`config.mk`:
```
export PLATFORM = sky130hd
export DESIGN_NAME = gpio_spi_port
export DESIGN_NICKNAME = d
export VERILOG_FILES = /design/src/rtl/gpio_spi_pkg.sv /design/src/rtl/gpio_regs.sv /design/src/rtl/gpio_in_sync.sv /design/src/rtl/gpio_pin_ctrl.sv /design/src/rtl/gpio_spi_port.sv
export SDC_FILE = /design/constraint.sdc
export NUM_CORES = 1
export LEC_CHECK = 0
export BUFFER_PORTS_ARGS = -buffer_cell sky130_fd_sc_hd__buf_2
export CAP_MARGIN = 15
export CORE_ASPECT_RATIO = 1.1
export CORE_UTILIZATION = 35
export DETAILED_ROUTE_END_ITERATION = 7
export PLACE_DENSITY = 0.68
export SLEW_MARGIN = 10
export SYNTH_ARGS = -nofsm -noshare
export SYNTH_HDL_FRONTEND = slang
export SYNTH_SLANG_ARGS = --single-unit
```
`constraint.sdc`:
```
create_clock -name clk -period 1.3 [get_ports clk]
set_input_delay 0.195 -clock clk [delete_from_list [all_inputs] [get_ports clk]]
set_output_delay 0.195 -clock clk [all_outputs]
set_load 0.01 [all_outputs]
```
`src/rtl/gpio_spi_pkg.sv`:
```
`timescale 1ns/1ps
package gpio_spi_pkg;

    localparam int unsigned PORT_W = 8;
    localparam int unsigned ADDR_W = 2;

    // Alternate-function pin positions (behaviour depends on these)
    localparam int unsigned PIN_SCLK = 7;
    localparam int unsigned PIN_MIN  = 6;
    localparam int unsigned PIN_MOUT = 5;
    localparam int unsigned PIN_SEL  = 4;

    typedef enum logic [ADDR_W-1:0] {
        REG_DATA = 2'd0,
        REG_DIR  = 2'd1,
        REG_PINS = 2'd2,
        REG_NONE = 2'd3
    } reg_sel_e;

    typedef struct packed {
        logic oe;
        logic drv;
        logic pu;
    } pad_ctl_t;

    // Pins that the SPI mode forces to be inputs
    function automatic logic [PORT_W-1:0] force_in_mask(input logic en, input logic master);
        logic [PORT_W-1:0] m;
        m = '0;
        if (en) begin
            if (master) begin
                m[PIN_MIN] = 1'b1;
            end else begin
                m[PIN_SCLK] = 1'b1;
                m[PIN_MOUT] = 1'b1;
                m[PIN_SEL]  = 1'b1;
            end
        end
        return m;
    endfunction

endpackage

```
`src/rtl/gpio_regs.sv`:
```
`timescale 1ns/1ps
module gpio_regs
    import gpio_spi_pkg::*;
#(
    parameter int unsigned W = PORT_W
) (
    input  logic         clk,
    input  logic         rst,
    input  logic         wr_en,
    input  reg_sel_e     wr_sel,
    input  logic [W-1:0] wr_data,
    output logic [W-1:0] dir_q,
    output logic [W-1:0] data_q
);

    always_ff @(posedge clk) begin
        if (rst) begin
            dir_q  <= '0;
            data_q <= '0;
        end else if (wr_en) begin
            case (wr_sel)
                REG_DATA: data_q <= wr_data;
                REG_DIR:  dir_q  <= wr_data;
                default:  ;
            endcase
        end
    end

endmodule

```
`src/rtl/gpio_in_sync.sv`:
```
`timescale 1ns/1ps
module gpio_in_sync #(
    parameter int unsigned W      = 8,
    parameter int unsigned STAGES = 2
) (
    input  logic         clk,
    input  logic         rst,
    input  logic [W-1:0] pad_in,
    output logic [W-1:0] pins_q
);

    logic [W-1:0] stage_q [STAGES];

    always_ff @(posedge clk) begin
        if (rst) begin
            for (int i = 0; i < int'(STAGES); i++) stage_q[i] <= '0;
        end else begin
            stage_q[0] <= pad_in;
            for (int i = 1; i < int'(STAGES); i++) stage_q[i] <= stage_q[i-1];
        end
    end

    assign pins_q = stage_q[STAGES-1];

endmodule

```
`src/rtl/gpio_pin_ctrl.sv`:
```
`timescale 1ns/1ps
module gpio_pin_ctrl
    import gpio_spi_pkg::*;
#(
    parameter int unsigned W = PORT_W
) (
    input  logic         rst,
    input  logic [W-1:0] dir_q,
    input  logic [W-1:0] data_q,
    input  logic [W-1:0] force_in,
    output logic [W-1:0] pad_oe,
    output logic [W-1:0] pad_out,
    output logic [W-1:0] pad_pu
);

    for (genvar g = 0; g < int'(W); g++) begin : g_pin
        pad_ctl_t ctl;
        always_comb begin
            ctl.oe  = dir_q[g] & ~force_in[g] & ~rst;
            ctl.drv = ctl.oe & data_q[g];
            ctl.pu  = ~ctl.oe & data_q[g] & ~rst;
        end
        assign pad_oe[g]  = ctl.oe;
        assign pad_out[g] = ctl.drv;
        assign pad_pu[g]  = ctl.pu;
    end

endmodule

```
`src/rtl/gpio_spi_port.sv`:
```
`timescale 1ns/1ps
module gpio_spi_port
    import gpio_spi_pkg::*;
(
    input  logic              clk,
    input  logic              rst,
    input  logic              wr_en,
    input  logic [ADDR_W-1:0] addr,
    input  logic [PORT_W-1:0] wr_data,
    output logic [PORT_W-1:0] rd_data,
    input  logic              spi_en,
    input  logic              spi_master,
    input  logic [PORT_W-1:0] pad_in,
    output logic [PORT_W-1:0] pad_oe,
    output logic [PORT_W-1:0] pad_out,
    output logic [PORT_W-1:0] pad_pu,
    output logic              spi_slave_sel
);

    reg_sel_e          sel;
    logic [PORT_W-1:0] dir_q;
    logic [PORT_W-1:0] data_q;
    logic [PORT_W-1:0] pins_q;
    logic [PORT_W-1:0] force_in;

    assign sel      = reg_sel_e'(addr);
    assign force_in = force_in_mask(spi_en, spi_master);

    gpio_regs #(.W(PORT_W)) u_regs (
        .clk     (clk),
        .rst     (rst),
        .wr_en   (wr_en),
        .wr_sel  (sel),
        .wr_data (wr_data),
        .dir_q   (dir_q),
        .data_q  (data_q)
    );

    gpio_in_sync #(.W(PORT_W), .STAGES(2)) u_sync (
        .clk    (clk),
        .rst    (rst),
        .pad_in (pad_in),
        .pins_q (pins_q)
    );

    gpio_pin_ctrl #(.W(PORT_W)) u_ctrl (
        .rst      (rst),
        .dir_q    (dir_q),
        .data_q   (data_q),
        .force_in (force_in),
        .pad_oe   (pad_oe),
        .pad_out  (pad_out),
        .pad_pu   (pad_pu)
    );

    always_comb begin
        case (sel)
            REG_DATA: rd_data = data_q;
            REG_DIR:  rd_data = dir_q;
            REG_PINS: rd_data = pins_q;
            default:  rd_data = '0;
        endcase
    end

    assign spi_slave_sel = spi_en & ~spi_master & ~pins_q[PIN_SEL];

endmodule

```
# Word-level counts from Yosys, hierarchy flattened
# Memory sizes are Yosys's and may differ from the RTL's.
# Index checks and enable logic that the tools add are counted.
# op_classes
mux	10
bitwise	55
eq_ne	2
reduce_logical	3
# op_table
operator	n
1-bit AND	38
8-bit case mux with 3 select lines	1
8-bit 2-to-1 mux	2
1-bit inverter	15
1-bit 2-to-1 mux	5
4-bit 2-to-1 mux	1
2-bit AND reduction	2
2-bit by 1-bit == test with 1-bit output (second input constant)	1
2-bit == test (second input constant)	1
2-bit zero test	1
2-bit 2-to-1 mux	1
1-bit OR	2
# word_totals
out_inout_bits	33
n_memories	1
in_bits	23
ram_bits	16
reg_bits	16
elab_cells	73
# mem_list
memory	words	word_bits	rd	rd_clocked_by_memory_dff	write_ports	line_no	rtl
u_sync.stage_q	2	8	2	0	2	gpio_in_sync.sv:12	logic [W-1:0] stage_q [STAGES];

# Logic depth before layout (Yosys ltp)
# logic_depth
depth_word	8
depth_mapped	4
mapped_depth_nobuf	3

# Hierarchy
# Synthesis repeated with hierarchy kept, for this count alone.
# hier_totals
cells_unflattened	163
area_unflattened_um2	1654.1
# by_module_without_submodules
mod	cells_per_inst	n_inst	seq_area_each_um2	area_per_inst_um2
gpio_regs	64	1	320.3	684.4
gpio_in_sync	41	1	320.3	524.3
gpio_pin_ctrl	34	1	0.0	225.2
gpio_spi_port	24	1	0.0	220.2

# Worst setup path after synthesis
# No wires, ideal clock.
# synth_timing
path_kind	in2out
start	in rst
end	out pad_oe[4]
path_slack_ns	0.264
required_ns	1.105
n_path_buf	2
cell_stages	3
t_arrival_ns	0.841
cell_sequence	clkbuf_1 > buf_2 > nor3b_1
# synth_between
elab_chain_cells	2
# synth_rtl
item	line_no	rtl
from (decl)	gpio_spi_port.sv:6	input logic rst,
1-bit inverter	gpio_pin_ctrl.sv:19	ctl.oe = dir_q[g] & ~force_in[g] & ~rst;
1-bit AND	gpio_pin_ctrl.sv:19	
to (decl)	gpio_spi_port.sv:14	output logic [PORT_W-1:0] pad_oe,
# Every way passes these cells.

# Final worst setup path
# layout_timing
start	reg u_regs.dir_q[6]
end	out pad_pu[6]
# layout_between
elab_chain_cells	5
# layout_rtl
item	line_no	rtl
from (decl)	gpio_regs.sv:12	output logic [W-1:0] dir_q,
from (signal assigned)	gpio_regs.sv:23	REG_DIR: dir_q <= wr_data;
1-bit AND (2 in series)	gpio_pin_ctrl.sv:19	
1-bit inverter	gpio_pin_ctrl.sv:21	ctl.pu = ~ctl.oe & data_q[g] & ~rst;
1-bit AND (2 in series)	gpio_pin_ctrl.sv:21	
to (decl)	gpio_spi_port.sv:16	output logic [PORT_W-1:0] pad_pu,
# Every way passes these cells.

==> results.py <==
metrics = {
    "run_status": {
        "status": "complete, no violations",
    },
    "power": {
        "power_frac_clock_pct": 41.7,
        "power_density_nw_per_um2": 1100,
        "p_total_mw": 2.19,
        "switching_share_pct": 21.8,
        "combPwrFrac_pct": 10.8,
        "p_leak_nw": 0.966,
        "p_sw_mw": 0.479,
        "power.internal_mw": 1.72,
        "seqPwrFrac_pct": 47.5,
        "peakVddDrop_mv": 0.644,
    },
    "placement": {
        "io_buffers": 55,
        "place_inst": 253,
        "gp_congestion": 0.766,
        "dp_hpwl_mm": 2.26,
    },
    "hold_path": {
        "min_from": "pad_in[7]",
        "hold_depth": 2,
        "hold_path.class": "in -> reg",
        "whs_endpoint": "u_sync.stage_q[0][7]",
    },
    "sta": {
        "skew_ps": 0.530,
        "drv_slew": 0,
        "period_needed_ps": 1280,
        "post-route-period-util_pct": 98.3,
        "final_hold_viol_count": 0,
        "rsz0062_at_grt": "yes",
        "slew_headroom_pct": 82.2,
        "fmax_mhz": 783,
        "tns_ps": 0,
        "setup_violations": 0,
        "tightest_slew_ps": 267,
    },
    "clock_tree": {
        "path_clk_slew_ps": 60,
        "clk_latency_ps": 280,
        "cts_buffers": 5,
        "root_buffer": "clkbuf_8",
        "ctsHoldBuffers": 0,
        "tritoncts": "built",
        "cts.path.max_buffers": 2,
        "clock-sinks": 32,
        "htree_num_levels": 2,
    },
    "floorplanning": {
        "initial_utilization_pct": 36.9,
        "dieArea_sq_um": 4480,
        "die_w_um": 63.9,
        "die_h_um": 70.1,
        "fp-row-count": 24,
        "io_pins": 56,
        "core_area_sq_um": 3990,
    },
    "yosys": {
        "yosys.area.top_type": "dfxtp_1",
        "syn_nets": 170,
        "synth_edf_count": 0,
        "yosysUniqueCellTypes": 19,
        "synth_top_area_share_pct": 43.4,
        "synthArstFlopShare_pct": 0,
        "ys.warnings.count": 0,
        "synthCells": 147,
        "avgSynthCellArea_sq_um": 10.0,
        "seq_area_frac_synth_pct": 43.4,
        "ys.flop_type": "dfxtp_1",
        "synth_area_sq_um": 1480,
        "synth_area_leaders": "dfxtp_1, mux2i_1, nand2b_1",
        "yosys_register_bits": 32,
    },
    "critical_path": {
        "crit_path_end_kind": "primary output",
        "path_class": "reg -> out",
        "r2r_cells": 2,
        "worstPathMaxFanout": 3,
        "crit_required_ps": 1110,
        "crit_arrival_ps": 1080,
        "worstReg2RegStart": "u_regs.data_q[6]",
        "reg2reg_setup_slack_ps": 610,
        "crit_path_start_kind": "flop",
        "regToRegEndpoint": "u_regs.data_q[6]",
    },
    "job": {
        "drv_cap": 0,
    },
    "global_route": {
        "antenna_found_initial": 0,
        "track_usage_pct": 14.9,
        "grt_pass1_vias": 1176,
        "grt_first_pass_wirelength_mm": 5.07,
        "grt-ovfl-total": 0,
        "grt_max_degree": 19,
    },
    "drt": {
        "drtIter0Drc": 42,
        "ant_nets": 0,
        "viasPerCell": 4.46,
        "vias": 1168,
        "drc": 0,
        "drt-pass1-iter-count": 4,
        "wl_per_cell_um": 11.4,
        "totalWireLength_mm": 2.99,
    },
    "finish": {
        "antenna_cells": 0,
        "nets": 232,
        "fin_cells": 262,
        "area_delta_synth_final_pct": 35.1,
        "drive_gt1_share_pct": 42.4,
    },
}
-- how the worst max path moves through the flow --
stage                     from  slack, ps  depth (start not counted)          to
5_1_grt        u_regs.dir_q[6]        -20                          4  rd_data[6]
2_1_floorplan              rst        260                          3   pad_oe[4]
3_3_place_gp           addr[0]        110                          5  rd_data[5]
3_5_place_dp           addr[0]         90                          4  rd_data[0]
6_report       u_regs.dir_q[6]         20                          3   pad_pu[6]
4_1_cts        u_regs.dir_q[6]          2                          3   pad_pu[6]
-- power by group through the flow --
stage	Sequential, mW	Clock, mW	Combinational, mW
final	1.04	0.915	0.237
after global routing	1.05	0.997	0.260
after CTS	1.04	0.938	0.236
after detailed placement	1.06	0	0.234
after global placement	1.06	0	0.229
after floorplan	1.06	0	0.147
-- registers in the layout (all words and copies together), names as in the netlist --
name            cells
u_sync.stage_q     16
u_regs.dir_q        8
u_regs.data_q       8
-- cell usage in the layout (no fill, tap or decap), drive strengths merged --
cell type	instances
or3b	1
mux2i	24
bufinv	1
and3b	1
nor2b	18
dfxtp	32
buf	64
a21bo	1
clkinv	1
nor2	7
a21oi	3
and2b	1
clkbuf	6
nand2b	25
and2	2
and4b	3
o2bb2ai	8
nor3b	6
inv	6
-- cell families (layout without fill, tap and decap cells) --
kind of cell | count (synthesis) | count (layout) | share of synthesized area, %
AND/OR/NAND/NOR | 64 | 64 | 28.8
flip-flops | 32 | 32 | 43.4
multiplexers | 24 | 24 | 16.3
buffers and inverters | 15 | 78 | 5.09
AO/OA/AOI/OAI | 12 | 12 | 6.45
-- worst max-delay path: stages (launching register included) --
cell,delay [ps]
dfxtp_2,330
a21bo_4,230
nor2b_4,120
buf_6,120
-- per-stage QoR --
step	setup slack (ps)	area, sq um	hold WS, ps	utilization, %
6_report	22.2	1990	118	49.9
5_1_grt	-18.0	1990	111	49.9
4_1_cts	2.05	1960	112	49.0
3_5_place_dp	91.9	1840	410	46.0
3_3_place_gp	111	1840	402	46.0
2_1_floorplan	264	1480	323	-
-- cell usage after synthesis, types with 2 or more instances --
library cell	instances
clkbuf_1	4
nor2b_1	18
o2bb2ai_1	8
a21oi_1	3
buf_6	2
and2_1	2
mux2i_1	24
nor3b_1	5
buf_2	3
inv_1	6
and4b_1	3
nand2b_1	25
nor2_1	7
dfxtp_1	32
-- repair_timing --
item	CTS	global route
hold endpoints to repair	0	0
gates resized for setup	4	12
pin swaps	0	4
setup buffers	1	0
setup endpoints to repair	5	13
-- cell type report --
class | count | area (sq um)
Tap cell | 52 | 65.1
Inverter | 6 | 22.5
Multi-Input combinational cell | 100 | 781
Sequential cell | 32 | 656
Timing Repair Buffer | 64 | 362
Fill cell | 372 | 2000
Clock buffer | 6 | 72.6
Clock inverter | 2 | 35.0
-- per-layer routing --
layer | routed length, um | share of wire (%) | vias to the layer above | GRT usage (%)
li1 | - | - | 610 | -
met2 | 1510 | 51 | 26 | 25.9
met5 | 0 | 0 | - | 0
met4 | 57 | 1.9 | 0 | 7.32
met3 | 133 | 4.4 | 7 | 5.07
met1 | 1290 | 43 | 525 | 15.8
No activity file was read; power rests on OpenSTA's default activity.
